==> src/rtl/stdreg_pkg.sv <==
package stdreg_pkg;

  typedef enum logic [1:0] {
    KIND_LOCAL   = 2'd0,
    KIND_VERSION = 2'd1,
    KIND_IDENT   = 2'd2,
    KIND_STATUS  = 2'd3
  } reg_kind_e;

  // Version word: hundreds carry the major number, the rest the minor.
  function automatic logic [31:0] version_code(input int unsigned major, input int unsigned minor);
    return 32'(major * 100 + minor);
  endfunction

  // Identity code for the module owning a given select bit; spares read 0.
  function automatic logic [31:0] ident_code(input int unsigned bit_idx);
    if (bit_idx <= 4)       return 32'(201 + bit_idx);
    else if (bit_idx == 7)  return 32'd208;
    else                    return 32'd0;
  endfunction

endpackage

==> src/rtl/stdreg_sel_decode.sv <==
module stdreg_sel_decode #(
  parameter int SEL_W  = 8,
  parameter int MY_BIT = 4
) (
  input  logic [SEL_W-1:0] sel,
  output logic             own_hit,
  output logic             all_hit
);
  assign own_hit = sel[MY_BIT];
  assign all_hit = &sel;
endmodule

==> src/rtl/stdreg_addr_decode.sv <==
module stdreg_addr_decode
  import stdreg_pkg::*;
#(
  parameter int ADDR_W = 16
) (
  input  logic [ADDR_W-1:0] addr,
  output reg_kind_e         kind
);
  localparam logic [ADDR_W-1:0] A_VER  = {ADDR_W{1'b1}};
  localparam logic [ADDR_W-1:0] A_ID   = A_VER - ADDR_W'(1);
  localparam logic [ADDR_W-1:0] A_STAT = A_VER - ADDR_W'(2);

  always_comb begin
    if (addr == A_VER)       kind = KIND_VERSION;
    else if (addr == A_ID)   kind = KIND_IDENT;
    else if (addr == A_STAT) kind = KIND_STATUS;
    else                     kind = KIND_LOCAL;
  end
endmodule

==> src/rtl/stdreg_pulse_stage.sv <==
module stdreg_pulse_stage #(
  parameter int N = 3
) (
  input  logic         clk,
  input  logic         rst_n,
  input  logic [N-1:0] pend,
  output logic [N-1:0] pulse
);
  // One register per pulse: each request flag becomes a pulse a cycle later.
  for (genvar i = 0; i < N; i++) begin : g_stage
    always_ff @(posedge clk or negedge rst_n) begin
      if (!rst_n) pulse[i] <= 1'b0;
      else        pulse[i] <= pend[i];
    end
  end
endmodule

==> src/rtl/stdreg_responder.sv <==
module stdreg_responder
  import stdreg_pkg::*;
#(
  parameter int SEL_W     = 8,
  parameter int ADDR_W    = 16,
  parameter int DATA_W    = 32,
  parameter int MY_BIT    = 4,
  parameter int VER_MAJOR = 2,
  parameter int VER_MINOR = 22
) (
  input  logic              clk,
  input  logic              rst_n,
  input  logic              req_valid,
  input  logic [SEL_W-1:0]  req_sel,
  input  logic [ADDR_W-1:0] req_addr,
  input  logic              req_wr,
  input  logic [DATA_W-1:0] req_wdata,
  input  logic [DATA_W-1:0] status_in,
  input  logic [DATA_W-1:0] local_rdata,
  output logic              local_req,
  output logic              rsp_ack,
  output logic [DATA_W-1:0] rsp_rdata,
  output logic              mod_reset_pulse,
  output logic              sys_reset_pulse,
  output logic              reboot_pulse
);
  localparam logic [DATA_W-1:0] VER_WORD = DATA_W'(version_code(VER_MAJOR, VER_MINOR));
  localparam logic [DATA_W-1:0] ID_WORD  = DATA_W'(ident_code(MY_BIT));

  logic      own_hit, all_hit, req_hit;
  reg_kind_e kind;
  logic      wr_ident, wr_version;
  logic [DATA_W-1:0] rd_mux;
  logic      pend_mod, pend_sys, pend_boot;
  logic [2:0] pulses;

  stdreg_sel_decode #(.SEL_W(SEL_W), .MY_BIT(MY_BIT)) u_sel (
    .sel(req_sel), .own_hit(own_hit), .all_hit(all_hit)
  );

  stdreg_addr_decode #(.ADDR_W(ADDR_W)) u_addr (
    .addr(req_addr), .kind(kind)
  );

  // Named request events, shared by the logic and the assertions.
  assign req_hit    = req_valid & own_hit;
  assign wr_ident   = req_hit & req_wr & (kind == KIND_IDENT);
  assign wr_version = req_hit & req_wr & (kind == KIND_VERSION);
  assign local_req  = req_hit & (kind == KIND_LOCAL);

  always_comb begin
    unique case (kind)
      KIND_VERSION: rd_mux = VER_WORD;
      KIND_IDENT:   rd_mux = ID_WORD;
      KIND_STATUS:  rd_mux = status_in;
      default:      rd_mux = local_rdata;
    endcase
  end

  always_ff @(posedge clk or negedge rst_n) begin
    if (!rst_n) begin
      rsp_ack   <= 1'b0;
      rsp_rdata <= '0;
      pend_mod  <= 1'b0;
      pend_sys  <= 1'b0;
      pend_boot <= 1'b0;
    end else begin
      rsp_ack   <= req_hit;
      rsp_rdata <= (req_hit && !req_wr) ? rd_mux : '0;
      pend_mod  <= wr_ident;
      pend_sys  <= wr_ident & all_hit;
      pend_boot <= wr_version & all_hit;
    end
  end

  // The req_wdata is intentionally unused: standard writes discard data.
  logic unused_wdata;
  assign unused_wdata = ^req_wdata;

  stdreg_pulse_stage #(.N(3)) u_pulse (
    .clk(clk), .rst_n(rst_n),
    .pend({pend_boot, pend_sys, pend_mod}),
    .pulse(pulses)
  );
  assign mod_reset_pulse = pulses[0];
  assign sys_reset_pulse = pulses[1];
  assign reboot_pulse    = pulses[2];

  // ---------------- assertions ----------------
  assert_ack_needs_own_bit_R1: assert property (@(posedge clk) disable iff (!rst_n)
    rsp_ack |-> $past(req_valid && req_sel[MY_BIT]));

  assert_reboot_needs_broadcast_R5: assert property (@(posedge clk) disable iff (!rst_n)
    reboot_pulse |-> ($past(rsp_ack) && $past(&req_sel, 2) && $past(req_wr, 2)));

  assert_sys_implies_mod_R7: assert property (@(posedge clk) disable iff (!rst_n)
    sys_reset_pulse |-> mod_reset_pulse);

  assert_mod_after_ack_R7: assert property (@(posedge clk) disable iff (!rst_n)
    mod_reset_pulse |-> $past(rsp_ack));

  assert_pulses_exclusive_R9: assert property (@(posedge clk) disable iff (!rst_n)
    $onehot0({reboot_pulse, mod_reset_pulse}));

  assert_local_no_pulse_R8: assert property (@(posedge clk) disable iff (!rst_n)
    local_req |-> ##2 !(reboot_pulse || mod_reset_pulse || sys_reset_pulse));

endmodule

==> config.mk <==
export PLATFORM = sky130hd
export DESIGN_NAME = stdreg_responder
export DESIGN_NICKNAME = d
export VERILOG_FILES = /design/src/rtl/stdreg_pkg.sv /design/src/rtl/stdreg_sel_decode.sv /design/src/rtl/stdreg_addr_decode.sv /design/src/rtl/stdreg_pulse_stage.sv /design/src/rtl/stdreg_responder.sv
export SDC_FILE = /design/constraint.sdc
export NUM_CORES = 1
export LEC_CHECK = 0
export CAP_MARGIN = 5
export CELL_PAD_IN_SITES_DETAIL_PLACEMENT = 2
export CELL_PAD_IN_SITES_GLOBAL_PLACEMENT = 2
export CORE_ASPECT_RATIO = 1.2
export CORE_MARGIN = 2
export CORE_UTILIZATION = 37
export CTS_BUF_LIST = sky130_fd_sc_hd__clkbuf_4
export DETAILED_ROUTE_END_ITERATION = 10
export DONT_BUFFER_PORTS = 1
export GPL_ROUTABILITY_DRIVEN = 0
export PLACE_DENSITY_LB_ADDON = 0.2
export SKIP_CTS_REPAIR_TIMING = 1
export SLEW_MARGIN = 20
export SYNTH_ARGS = -nofsm -noshare
export SYNTH_HDL_FRONTEND = slang
export SYNTH_HIERARCHICAL = 1
export SYNTH_SLANG_ARGS = --single-unit
==> constraint.sdc <==
create_clock -name clk -period 2 [get_ports clk]
set_clock_uncertainty 0.15 [all_clocks]
set_input_delay 0.1 -clock clk [delete_from_list [all_inputs] [get_ports clk]]
set_output_delay 0.1 -clock clk [all_outputs]
set_load 0.02 [all_outputs]
Yosys cells after proc, flatten, opt, wreduce, memory -nomap -nowiden
Index checks and enable logic that the tools add are counted.
Widths: inputs -> output; s select.
{"block": "op_classes", "n_eq_ne": 6, "n_mux": 5, "bitwise_logic": 7, "n_reduce_logical": 4}
{"op": "$pmux 32 s3", "n": 1}
{"op": "$eq 16x16->1 const B", "n": 3}
{"op": "$mux 32", "n": 1}
{"op": "$reduce_and 8->1", "n": 1}
{"op": "$and 1x1->1", "n": 7}
{"op": "$mux 2", "n": 3}
{"op": "$eq 2x2->1 const B", "n": 2}
{"op": "$eq 2x1->1 const B", "n": 1}
{"op": "$logic_not 2->1", "n": 1}
{"op": "$logic_and 1x1->1", "n": 1}
{"op": "$logic_not 1->1", "n": 1}
{"block": "word_totals", "register_bits": 39, "input_bits": 124, "out_inout_bits": 37, "word_cells": 30}

Logic depth before layout (Yosys ltp)
{"block": "logic_depth", "ltp_word": 7, "depth_mapped": 9, "ltp_nobuf": 6}

Modules after synthesis
The synthesis kept the hierarchy.
{"mod": "stdreg_responder", "instances": 1, "cells_per_inst": 127, "area_each_um2": 1576.5, "seq_area_each_um2": 900.9}
{"mod": "stdreg_pulse_stage", "instances": 1, "cells_per_inst": 3, "area_each_um2": 75.1, "seq_area_each_um2": 75.1}
{"mod": "stdreg_addr_decode", "instances": 1, "cells_per_inst": 9, "area_each_um2": 53.8, "seq_area_each_um2": 0.0}
{"mod": "stdreg_sel_decode", "instances": 1, "cells_per_inst": 4, "area_each_um2": 23.8, "seq_area_each_um2": 0.0}

Least setup slack after synthesis
OpenSTA, ideal clock, no wires.
{"block": "synth_timing", "kind": "input port to flip-flop", "start": "in req_addr[11]", "end": "reg rsp_rdata[22]", "setup_time_ns": 0.071, "arrival_time_ns": 1.303, "t_required_ns": 1.779, "path_slack_ns": 0.476, "stages": 9, "n_path_buf": 3, "path_cell_list": "nand4_1 -> or2_1 -> nor3_1 -> buf_6 -> and2_4 -> buf_6 -> buf_12 -> a22oi_2 -> nor2_1"}
{"block": "synth_via", "elab_chain_len": 7, "elab_cells_between_ends": 11, "classes_between": "eq/ne (6); mux (5)"}
{"item": "start, declared", "line_no": "stdreg_responder.sv:15", "text": "input logic [ADDR_W-1:0] req_addr,"}
{"item": "$eq 16x16->1", "line_no": "stdreg_addr_decode.sv:16", "text": "else if (addr == A_STAT) kind = KIND_STATUS;"}
{"item": "$mux 2", "line_no": "stdreg_addr_decode.sv:16"}
{"item": "$mux 2", "line_no": "stdreg_addr_decode.sv:15", "text": "else if (addr == A_ID) kind = KIND_IDENT;"}
{"item": "$mux 2 *", "line_no": "stdreg_addr_decode.sv:14", "text": "if (addr == A_VER) kind = KIND_VERSION;"}
{"item": "named net kind[0]", "line_no": "stdreg_responder.sv:31", "text": "reg_kind_e kind;"}
{"item": "$eq 2x2->1 / $eq 2x1->1 (equally long branches)", "line_no": "stdreg_responder.sv:52", "text": "unique case (kind)"}
{"item": "$pmux 32 s3 *", "line_no": "stdreg_responder.sv:52"}
{"item": "$mux 32 *", "line_no": "stdreg_responder.sv:69", "text": "rsp_rdata <= (req_hit && !req_wr) ? rd_mux : '0;"}
{"item": "end signal, assigned", "line_no": "stdreg_responder.sv:69"}
{"item": "end, declared", "line_no": "stdreg_responder.sv:22", "text": "output logic [DATA_W-1:0] rsp_rdata,"}
The timed path passes the listed nets; every way through them passes the cells marked *.

Final worst setup path
{"block": "layout_timing", "start": "in req_addr[11]", "end": "reg rsp_rdata[3]"}
Same word-level chain as after synthesis.

==> impl_metrics.tcl <==
set metrics [dict create \
    status "finished clean" \
    drtPass1Iterations 4 \
    drc 0 \
    grt_start_max_net_pins 40 \
    portBuffers 0 \
    cts_buffers 5 \
    dpl-instance-area_sq_um 1720 \
    hold_depth 5 \
    cts_max_path_buffers 2 \
    yosysTopAreaCell "dfrtp_1" \
    reg2regPathDepth 0 \
    insertion_delay_ps 330 \
    fillerInstances 438 \
    clk_pin_slew_worst_paths_ps 110 \
    cp.buffers_inverters 2 \
    worst_pin_slew_ps 536 \
    r2r-start "pend_boot" \
    die_w_um 66.4 \
    coreArea_sq_um 4560 \
    synth_ff_type "dfrtp_1" \
    synth_most_common_cell "dfrtp_1" \
    clock-sinks 39 \
    initial_core_util 0.379 \
    track_usage 0.156 \
    r2r-end "u_pulse/pulse[2]" \
    nNetsFinal 343 \
    synth_area_per_cell_sq_um 12.1 \
    wire_per_inst_um 20.7 \
    ff2ff_setup_slack_ps 1370 \
    cp_slowest_stage_delay_ps 600 \
    maxCapViolations 0 \
    dieArea_sq_um 5240 \
    ctsHtreeMaxLevel 2 \
    arrival_ps 1980 \
    fin_crit_sh 0.952 \
    final_area_sq_um 2540 \
    netlist_instances 143 \
    hold-path-endpoint "pend_mod" \
    critical_path.cell_chain "nand4_1, or2_1, nor3_1, buf_4, nand2_1, o22ai_1, dlygate4sd3_1, nor2_1" \
    slew_violations 0 \
    worstSetupStartpointType "input pin" \
    setup_tns_ps 0 \
    grt_pass1_wl_um 6000 \
    critPathTopFamily "simple AND/OR/NAND/NOR gates" \
    clock.fmax_ghz 0.525 \
    synth_common_cells "dfrtp_1, nor2_1, a22oi_2, nand2_1" \
    cts_tree "built" \
    drive_gt1_frac 0.168 \
    vias 1475 \
    max-slew-margin-rel 0.643 \
    synth_edf_count 0 \
    antennaDiodeCount 0 \
    yosysTopAreaCellShare 0.564 \
    io_pins 161 \
    first_global_vias 1197 \
    syn_to_final_growth_pct 46.7 \
    rows 27 \
    hold_slack_ps 15.3 \
    yosysUniqueCellTypes 27 \
    cts-root-buf "clkbuf_4" \
    holdCritPathClass "in2reg" \
    grt-ovfl-total 0 \
    via_per_inst 5.31 \
    finalSetupViolCount 0 \
    hold_violations 0 \
    synth_seq_cells 39 \
    synth_area_leaders "dfrtp_1, a22oi_2, nor2_1" \
    drtIter0Drc 32 \
    antenna_left 0 \
    powerDensity_nw_per_um2 572 \
    async_reset_ff_frac 1.00 \
    slowest_stage "dlygate4sd3_1" \
    synth_seq_area_share 0.564 \
    required_ps 2070 \
    p_total_mw 1.45 \
    routed_wl_um 5770 \
    ys_warn_count 6 \
    ir_drop_mv 0.249 \
    antenna_found_initial 0 \
    worstSetupPathType "in2reg" \
    end_kind "flip-flop" \
    hpwlAfterDp_um 3030 \
    crit_fanout 6 \
    syn-cell-area_sq_um 1730 \
    die_h_um 78.9 \
    min_from "req_addr[15]" \
    leakage_nw 1.12 \
    layout_min_cycle_time_ps 1900 \
    crit_start "req_addr[11]" \
    synthesis.nets 267 \
]
==> per-layer routing <==
layer / global-route usage / vias up / share of wire
li1: - / 654 / -
met1: 0.161 / 733 / 0.30
met2: 0.286 / 79 / 0.61
met3: 0.0510 / 9 / 0.067
met4: 0.0612 / 0 / 0.020
met5: 0 / - / 0
==> flip-flops by register name (all words and copies together), names as in the netlist <==
name	flops
pend_boot	1
u_pulse/pulse	3
rsp_ack	1
pend_mod	1
rsp_rdata	32
pend_sys	1
==> how the worst max path moves through the flow <==
stage,end,cells past startpoint
after floorplan,rsp_rdata[22],9
after global placement,rsp_rdata[8],7
after detailed placement,rsp_rdata[5],6
after CTS,local_req,6
after global routing,rsp_rdata[3],8
final,rsp_rdata[3],8
==> worst min-delay path, stage by stage <==
cell and delay [ps]:
nand3_1 60, nor3_1 60, buf_4 140, nand2_1 80
nor2_1 40
==> kinds of logic after synthesis <==
group           after synthesis  synth area share
compound gates               35             0.206
xor+xnor                      1           0.00507
buf+inv                      12            0.0716
flops                        39             0.564
simple gates                 56             0.153
==> through the flow <==
step,worst slack [ps],std cells,utilization
2_1_floorplan,476,143,-
3_3_place_gp,269,195,0.377
3_5_place_dp,180,195,0.377
4_1_cts,309,203,0.390
5_1_grt,-51.1,278,0.556
6_report,95.2,278,0.556
==> report_power, final <==
group          leakage [nW]  internal, mW  total, mW  switching [mW]
clock                0.0361         0.164      0.406           0.241
combinational         0.546         0.130      0.207          0.0772
sequential            0.536         0.805      0.837          0.0320
total                  1.12          1.10       1.45           0.350
==> area by class of cell <==
cell class | instances | area [sq um] | area share
clock buffers | 7 | 52.6 | 0.0207
clock inverters | 1 | 5.00 | 0.00197
inverters | 1 | 3.75 | 0.00148
multi-input cells | 92 | 629 | 0.248
flip-flops and latches | 39 | 976 | 0.385
well taps | 58 | 72.6 | 0.0286
repair buffers | 80 | 798 | 0.315
==> placed cells by master, fill, tap and decap left out <==
| cell type | n |
|---|---|
| nor2_1 | 32 |
| xor2_1 | 1 |
| a22oi_1 | 5 |
| or2_2 | 1 |
| inv_1 | 1 |
| and2_0 | 1 |
| nor3_1 | 3 |
| a21oi_1 | 3 |
| nand3_1 | 3 |
| o21bai_1 | 2 |
| or2_1 | 1 |
| o21ai_0 | 1 |
| and2_4 | 1 |
| buf_4 | 5 |
| nand2b_1 | 1 |
| nand4_1 | 5 |
| a22oi_2 | 19 |
| clkinv_2 | 1 |
| and2_1 | 1 |
| a22oi_4 | 1 |
| dlygate4sd3_1 | 74 |
| clkbuf_4 | 7 |
| nand2_1 | 6 |
| o22ai_1 | 4 |
| nor2_8 | 1 |
| dfrtp_1 | 39 |
| buf_12 | 1 |
Power figures use the tool's default switching activity.
